<file path="src/rtl/vdma_pkg.sv">
package vdma_pkg;
  typedef enum logic [1:0] {
    A_BM   = 2'd0,
    A_CNT  = 2'd1,
    A_STAT = 2'd2,
    A_TF   = 2'd3
  } vdma_addr_e;

  localparam int BM_START  = 0;
  localparam int BM_DIR    = 3;
  localparam int BM_ACTIVE = 16;
  localparam int BM_VIRQ   = 17;
  localparam int BM_INT    = 18;
  localparam int ST_VDONE  = 10;
  localparam int ST_DEVINT = 11;
endpackage

</file>
<file path="src/rtl/vdma_count.sv">
module vdma_count #(
  parameter int CNT_W = 32,
  parameter int BYTES = 4
) (
  input  logic             clk,
  input  logic             rst_n,
  input  logic             load,
  input  logic [CNT_W-1:0] load_val,
  input  logic             beat,
  output logic [CNT_W-1:0] remaining,
  output logic [BYTES-1:0] be,
  output logic             last
);
  logic [CNT_W-1:0] step;

  assign last = (remaining <= CNT_W'(BYTES));
  assign step = last ? remaining : CNT_W'(BYTES);

  always_comb begin
    for (int i = 0; i < BYTES; i++) begin
      be[i] = !last || (CNT_W'(i) < remaining);
    end
  end

  always_ff @(posedge clk) begin
    if (!rst_n)      remaining <= '0;
    else if (load)   remaining <= load_val;
    else if (beat)   remaining <= remaining - step;
  end

  // a word never moves with nothing left to send
  a_r3_no_underflow: assert property (@(posedge clk) disable iff (!rst_n)
    beat |-> (remaining != '0));
endmodule

</file>
<file path="src/rtl/vdma_xfer.sv">
module vdma_xfer #(
  parameter int DATA_W = 32
) (
  input  logic              busy,
  input  logic              dir,
  input  logic              dev_rx_valid,
  output logic              dev_rx_ready,
  input  logic [DATA_W-1:0] dev_rx_data,
  output logic              mem_wr_valid,
  input  logic              mem_wr_ready,
  output logic [DATA_W-1:0] mem_wr_data,
  input  logic              mem_rd_valid,
  output logic              mem_rd_ready,
  input  logic [DATA_W-1:0] mem_rd_data,
  output logic              dev_tx_valid,
  input  logic              dev_tx_ready,
  output logic [DATA_W-1:0] dev_tx_data,
  output logic              beat
);
  logic up_en, dn_en;

  assign up_en = busy & dir;
  assign dn_en = busy & ~dir;

  assign mem_wr_valid = up_en & dev_rx_valid;
  assign dev_rx_ready = up_en & mem_wr_ready;
  assign mem_wr_data  = dev_rx_data;

  assign dev_tx_valid = dn_en & mem_rd_valid;
  assign mem_rd_ready = dn_en & dev_tx_ready;
  assign dev_tx_data  = mem_rd_data;

  assign beat = (up_en & dev_rx_valid & mem_wr_ready) |
                (dn_en & mem_rd_valid & dev_tx_ready);
endmodule

</file>
<file path="src/rtl/vdma_irq.sv">
module vdma_irq (
  input  logic clk,
  input  logic rst_n,
  input  logic busy,
  input  logic done,
  input  logic dev_irq,
  input  logic tf_read,
  input  logic clr_int,
  input  logic clr_vdma,
  output logic dma_int,
  output logic vdma_irq,
  output logic dev_pend,
  output logic host_irq
);
  logic irq_prev, irq_edge;

  assign irq_edge = dev_irq & ~irq_prev;
  assign host_irq = dma_int | vdma_irq;

  always_ff @(posedge clk) begin
    if (!rst_n) begin
      irq_prev <= 1'b0;
      dma_int  <= 1'b0;
      vdma_irq <= 1'b0;
      dev_pend <= 1'b0;
    end else begin
      irq_prev <= dev_irq;
      if (done || (irq_edge && !busy)) dma_int <= 1'b1;
      else if (clr_int)                dma_int <= 1'b0;
      if (done)          vdma_irq <= 1'b1;
      else if (clr_vdma) vdma_irq <= 1'b0;
      if (irq_edge)     dev_pend <= 1'b1;
      else if (tf_read) dev_pend <= 1'b0;
    end
  end

  // completion raises both status bits
  a_r7_done_flags: assert property (@(posedge clk) disable iff (!rst_n)
    done |=> (dma_int && vdma_irq));
  // a write-one clear takes effect
  a_r8_vdma_clear: assert property (@(posedge clk) disable iff (!rst_n)
    (clr_vdma && !done) |=> !vdma_irq);
  // pending device interrupt is kept until a task-file read
  a_r11_pend_hold: assert property (@(posedge clk) disable iff (!rst_n)
    (dev_pend && !tf_read) |=> dev_pend);
  // a device edge during a transfer does not latch into bit 18
  a_r10_busy_no_latch: assert property (@(posedge clk) disable iff (!rst_n)
    (busy && !done && !dma_int && $rose(dev_irq)) |=> !dma_int);
endmodule

</file>
<file path="src/rtl/vdma_chan.sv">
module vdma_chan #(
  parameter int DATA_W = 32,
  parameter int CNT_W  = 32
) (
  input  logic              clk,
  input  logic              rst_n,
  input  logic              reg_wr,
  input  logic              reg_rd,
  input  logic [1:0]        reg_addr,
  input  logic [31:0]       reg_wdata,
  output logic [31:0]       reg_rdata,
  input  logic              dev_irq,
  input  logic [7:0]        dev_status,
  output logic              host_irq,
  input  logic              dev_rx_valid,
  output logic              dev_rx_ready,
  input  logic [DATA_W-1:0] dev_rx_data,
  output logic              mem_wr_valid,
  input  logic              mem_wr_ready,
  output logic [DATA_W-1:0] mem_wr_data,
  output logic [DATA_W/8-1:0] mem_wr_be,
  input  logic              mem_rd_valid,
  output logic              mem_rd_ready,
  input  logic [DATA_W-1:0] mem_rd_data,
  output logic              dev_tx_valid,
  input  logic              dev_tx_ready,
  output logic [DATA_W-1:0] dev_tx_data,
  output logic [DATA_W/8-1:0] dev_tx_be
);
  import vdma_pkg::*;
  localparam int BYTES = DATA_W / 8;

  logic             busy, dir;
  logic             beat, last, done;
  logic [CNT_W-1:0] remaining;
  logic [BYTES-1:0] be;
  logic             dma_int, vdma_irq_b, dev_pend;
  logic             wr_bm, wr_cnt, tf_read, start, stop;

  assign wr_bm   = reg_wr && (reg_addr == A_BM);
  assign wr_cnt  = reg_wr && (reg_addr == A_CNT) && !busy;
  assign tf_read = reg_rd && (reg_addr == A_TF);
  assign start   = wr_bm && reg_wdata[BM_START] && !busy && (remaining != '0);
  assign stop    = wr_bm && (reg_wdata[7:0] == 8'h00);
  assign done    = beat && last;

  always_ff @(posedge clk) begin
    if (!rst_n) begin
      busy <= 1'b0;
      dir  <= 1'b0;
    end else if (start) begin
      busy <= 1'b1;
      dir  <= reg_wdata[BM_DIR];
    end else if (stop || done) begin
      busy <= 1'b0;
    end
  end

  vdma_count #(.CNT_W(CNT_W), .BYTES(BYTES)) u_count (
    .clk(clk), .rst_n(rst_n), .load(wr_cnt), .load_val(reg_wdata[CNT_W-1:0]),
    .beat(beat), .remaining(remaining), .be(be), .last(last)
  );

  vdma_xfer #(.DATA_W(DATA_W)) u_xfer (
    .busy(busy), .dir(dir),
    .dev_rx_valid(dev_rx_valid), .dev_rx_ready(dev_rx_ready), .dev_rx_data(dev_rx_data),
    .mem_wr_valid(mem_wr_valid), .mem_wr_ready(mem_wr_ready), .mem_wr_data(mem_wr_data),
    .mem_rd_valid(mem_rd_valid), .mem_rd_ready(mem_rd_ready), .mem_rd_data(mem_rd_data),
    .dev_tx_valid(dev_tx_valid), .dev_tx_ready(dev_tx_ready), .dev_tx_data(dev_tx_data),
    .beat(beat)
  );

  vdma_irq u_irq (
    .clk(clk), .rst_n(rst_n), .busy(busy), .done(done), .dev_irq(dev_irq),
    .tf_read(tf_read), .clr_int(wr_bm && reg_wdata[BM_INT]),
    .clr_vdma(wr_bm && reg_wdata[BM_VIRQ]),
    .dma_int(dma_int), .vdma_irq(vdma_irq_b), .dev_pend(dev_pend), .host_irq(host_irq)
  );

  assign mem_wr_be = be;
  assign dev_tx_be = be;

  always_comb begin
    reg_rdata = '0;
    unique case (reg_addr)
      A_BM: begin
        reg_rdata[BM_INT]    = dma_int;
        reg_rdata[BM_VIRQ]   = vdma_irq_b;
        reg_rdata[BM_ACTIVE] = busy;
        reg_rdata[BM_DIR]    = dir;
        reg_rdata[BM_START]  = busy;
      end
      A_CNT:  reg_rdata = 32'(remaining);
      A_STAT: begin
        reg_rdata[ST_DEVINT] = dev_pend;
        reg_rdata[ST_VDONE]  = vdma_irq_b;
      end
      default: reg_rdata[31:24] = dev_status;
    endcase
  end

  // a zero command byte stops the transfer
  a_r9_abort: assert property (@(posedge clk) disable iff (!rst_n)
    (reg_wr && reg_addr == A_BM && reg_wdata[7:0] == 8'h00) |=> !busy);
  // an offered word always enables at least one byte
  a_r4_be_nonzero: assert property (@(posedge clk) disable iff (!rst_n)
    (mem_wr_valid || dev_tx_valid) |-> (be != '0));
  // only one direction is ever offered
  a_r5_one_dir: assert property (@(posedge clk) disable iff (!rst_n)
    !(mem_wr_valid && dev_tx_valid));
  // completion leaves the engine idle
  a_r7_idle_after_done: assert property (@(posedge clk) disable iff (!rst_n)
    done |=> (!busy && remaining == '0));
endmodule

</file>
<file path="config.mk">
export PLATFORM = sky130hd
export DESIGN_NAME = vdma_chan
export DESIGN_NICKNAME = d
export VERILOG_FILES = /design/src/rtl/vdma_pkg.sv /design/src/rtl/vdma_count.sv /design/src/rtl/vdma_xfer.sv /design/src/rtl/vdma_irq.sv /design/src/rtl/vdma_chan.sv
export SDC_FILE = /design/constraint.sdc
export NUM_CORES = 1
export LEC_CHECK = 0
export ABC_CLOCK_PERIOD_IN_PS = 8400
export CAP_MARGIN = 40
export CORE_UTILIZATION = 25
export CTS_CLUSTER_SIZE = 10
export DETAILED_ROUTE_END_ITERATION = 12
export PLACE_DENSITY_LB_ADDON = 0.2
export SLEW_MARGIN = 20
export SYNTH_ARGS = -nofsm -noshare
export SYNTH_HDL_FRONTEND = slang
export SYNTH_SLANG_ARGS = --single-unit
</file>
<file path="constraint.sdc">
create_clock -name clk -period 8.4 [get_ports clk]
set_clock_uncertainty 0.15 [all_clocks]
set_input_delay 1.68 -clock clk [delete_from_list [all_inputs] [get_ports clk]]
set_output_delay 1.68 -clock clk [all_outputs]
set_load 0.05 [all_outputs]
</file>
==> impl_metrics.ini <==
[outcome]
outcome = finished, final reports clean

[placement]
place_hpwl_um = 8531
gp_congestion = 0.8642
portBuffers = 95

[sta]
rsz0062_at_grt = false
timing.max_slew.rel_slack_pct = 47.59
worstMarginPinSlew_ns = 0.7836
max_freq_mhz = 176.3
fin_tns_setup_ns = 0
fin_crit_sh_pct = 67.54
slew_violations = 0
fin_crit_ns = 5.673
finalHoldViolCount = 0
setup_viol = 0

[finish]
final_core_util_pct = 31.44
nets = 613
final_common_cell = clkdlybuf4s50_1
fillers = 1451
antenna_cells = 0
drive_above_1_share_pct = 6.288
syn2layout_area_growth_pct = 21.51
final_cell_mix = clkdlybuf4s50_1, nand2_1, dfxtp_1

[logic_synthesis]
syn_area_mm2 = 0.003467
synthFlopType = dfxtp_1
async_flop_share_pct = 0
synth_seq_cells = 38
syn_area_per_cell_um2 = 7.223
syn_inst = 480
yosysWarnings = 0
ys_seq_area_share_pct = 21.94
syn_nets = 601
synth_edf_count = 0
synthDistinctLibCells = 59

[cts]
cts_tree = built
clockRootBuffer = clkbuf_16
clockBufferDepth = 2
htreeDepth = 2
cts_buffers = 5
postCtsSetupRepairBufs = 0
path_clk_slew_ns = 0.06
holdBufCountCts = 0
cts_sinks = 38
clk_latency_ns = 0.29
cts_resized = 0

[critical_path]
critical_path_class = primary input to output pin
max_stage_delay_ns = 0.83
cp_common_cell = clkdlybuf4s50_1
cp_top_family = buffers and inverters
worst_path_max_delay_cell = clkdlybuf4s50_1
cp_max_fo = 34
critPathBufInv = 4
critPathRequiredTime_ns = 6.57
critPathArrivalTime_ns = 3.84
critPathCaptureType = output pin
start_kind = primary input
crit_path_cell_trace = clkdlybuf4s50_1, inv_1, ha_1, buf_4, nand2_1, o21ai_0, clkdlybuf4s50_1

[routing]
drt_iter0_markers = 162
vias = 3448
drc = 0
via_per_inst = 5.154
ant_nets = 0
avgRoutedWirePerCell_um = 17.48
dr.pass1.iters = 4
wl_um = 11690

[global_routing]
grt_util_all_layers_pct = 16.46
grt_max_degree = 35
grt_pass1_wl_um = 18540
grt_pass1_vias = 3397
antenna_found_initial = 0
grt.overflow.total = 0

[power_and_ir_drop]
peakVddDrop_v = 0.00006972
p_leak_nw = 1.507
power_mw = 0.6301
p_per_area_mw_per_mm2 = 149.6

[die]
core.rowCount = 42
die-area_mm2 = 0.01434
fp.dieW_um = 119.8
die_h_um = 119.8
core-area_mm2 = 0.01340
io_pins = 224
start_util_pct = 25.87

[min_path]
hp-class = flip-flop to flip-flop

[flow_run]
maxCapViolCount = 0
synth_stat cells (5+ instances only):
cell / instances / area [um^2]
o21ai_0: 19 / 95.09
o211ai_1: 11 / 82.58
and2_1: 19 / 118.9
nand3_1: 31 / 155.2
nor4_1: 10 / 62.56
ha_1: 6 / 75.07
a22o_1: 6 / 52.55
nor2_1: 25 / 93.84
a31oi_1: 13 / 81.33
a21oi_1: 19 / 95.09
dfxtp_1: 38 / 760.7
nand2_1: 50 / 187.7
and3_1: 10 / 62.56
or3_1: 11 / 68.82
or4_1: 8 / 60.06
nor3_1: 17 / 85.08
buf_4: 68 / 510.5
a22oi_1: 6 / 45.04
clkbuf_1: 25 / 93.84
inv_1: 5 / 18.77
xor2_1: 5 / 43.79
nand4_1: 10 / 62.56
or2_2: 10 / 62.56
flip-flops by register name, summed over array words and instances (netlist names):
register and cells:
u_count.remaining 32, busy 1, dir 1, u_irq.dev_pend 1, u_irq.dma_int 1, u_irq.irq_prev 1, u_irq.vdma_irq 1
final cells by class:
type	instances	area (um^2)	area share, %
clock buffers	7	142.6	3.386
clock inverters	1	5.005	0.1188
inverters	6	22.52	0.5346
multi-input cells	338	2043	48.50
flip-flops and latches	38	760.7	18.06
well taps	176	220.2	5.227
repair buffers	103	1018	24.18
power by group:
| group | internal, mW | leakage (nW) | switching, mW | total (mW) |
|---|---|---|---|---|
| logic | 0.0876 | 1.12 | 0.144 | 0.232 |
| clock network | 0.118 | 0.0739 | 0.0783 | 0.196 |
| registers | 0.189 | 0.310 | 0.0136 | 0.202 |
| total | 0.394 | 1.51 | 0.236 | 0.630 |
path summary, 6_finish.rpt:
path	from	endpoint	slack (ns)	cells after the start
max	reg_addr[1]	reg_rdata[30]	2.73	7
min	u_irq.vdma_irq$_SDFFE_PN0P_	u_irq.vdma_irq$_SDFFE_PN0P_	0.35	2
max reg2reg	u_count.remaining[14]$_SDFFE_PN0P_	u_count.remaining[24]$_SDFFE_PN0P_	4.10	11
min reg2reg	u_irq.vdma_irq$_SDFFE_PN0P_	u_irq.vdma_irq$_SDFFE_PN0P_	0.35	2
metal layers:
| layer | share of wire [%] | track usage (%) | vias up |
|---|---|---|---|
| li1 | - | - | 1699 |
| met1 | 44 | 20.89 | 1620 |
| met2 | 49 | 28.65 | 114 |
| met3 | 6.7 | 2.899 | 15 |
| met4 | 0.89 | 3.984 | 0 |
| met5 | 0 | 0 | - |
per-stage QoR:
step	setup slack (ns)	area, um^2	hold WS [ns]	std cells
final	2.727	4213	0.3473	669
after global routing	2.525	4213	0.3706	669
after CTS	2.705	4213	0.3465	669
after detailed placement	2.706	4065	0.3373	661
after global placement	2.785	4043	0.3351	659
after floorplan	3.120	3467	0.3065	480
cells by family after synthesis:
group / Yosys count / synth area share (%)
buffers and inverters: 104 / 19.31
multiplexers: 2 / 0.5774
flip-flops: 38 / 21.94
AND/OR/NAND/NOR: 219 / 33.78
other: 1 / 0.1082
AO/OA/AOI/OAI: 104 / 20.61
adder cells (fa/ha/maj): 6 / 2.165
XOR/XNOR: 6 / 1.516
worst min-delay path: stages (launching register included):
cell	delay, ns
dfxtp_1	0.33
nand2_1	0.06
a21oi_1	0.05
Note: power is estimated with default switching activity, not from simulation.
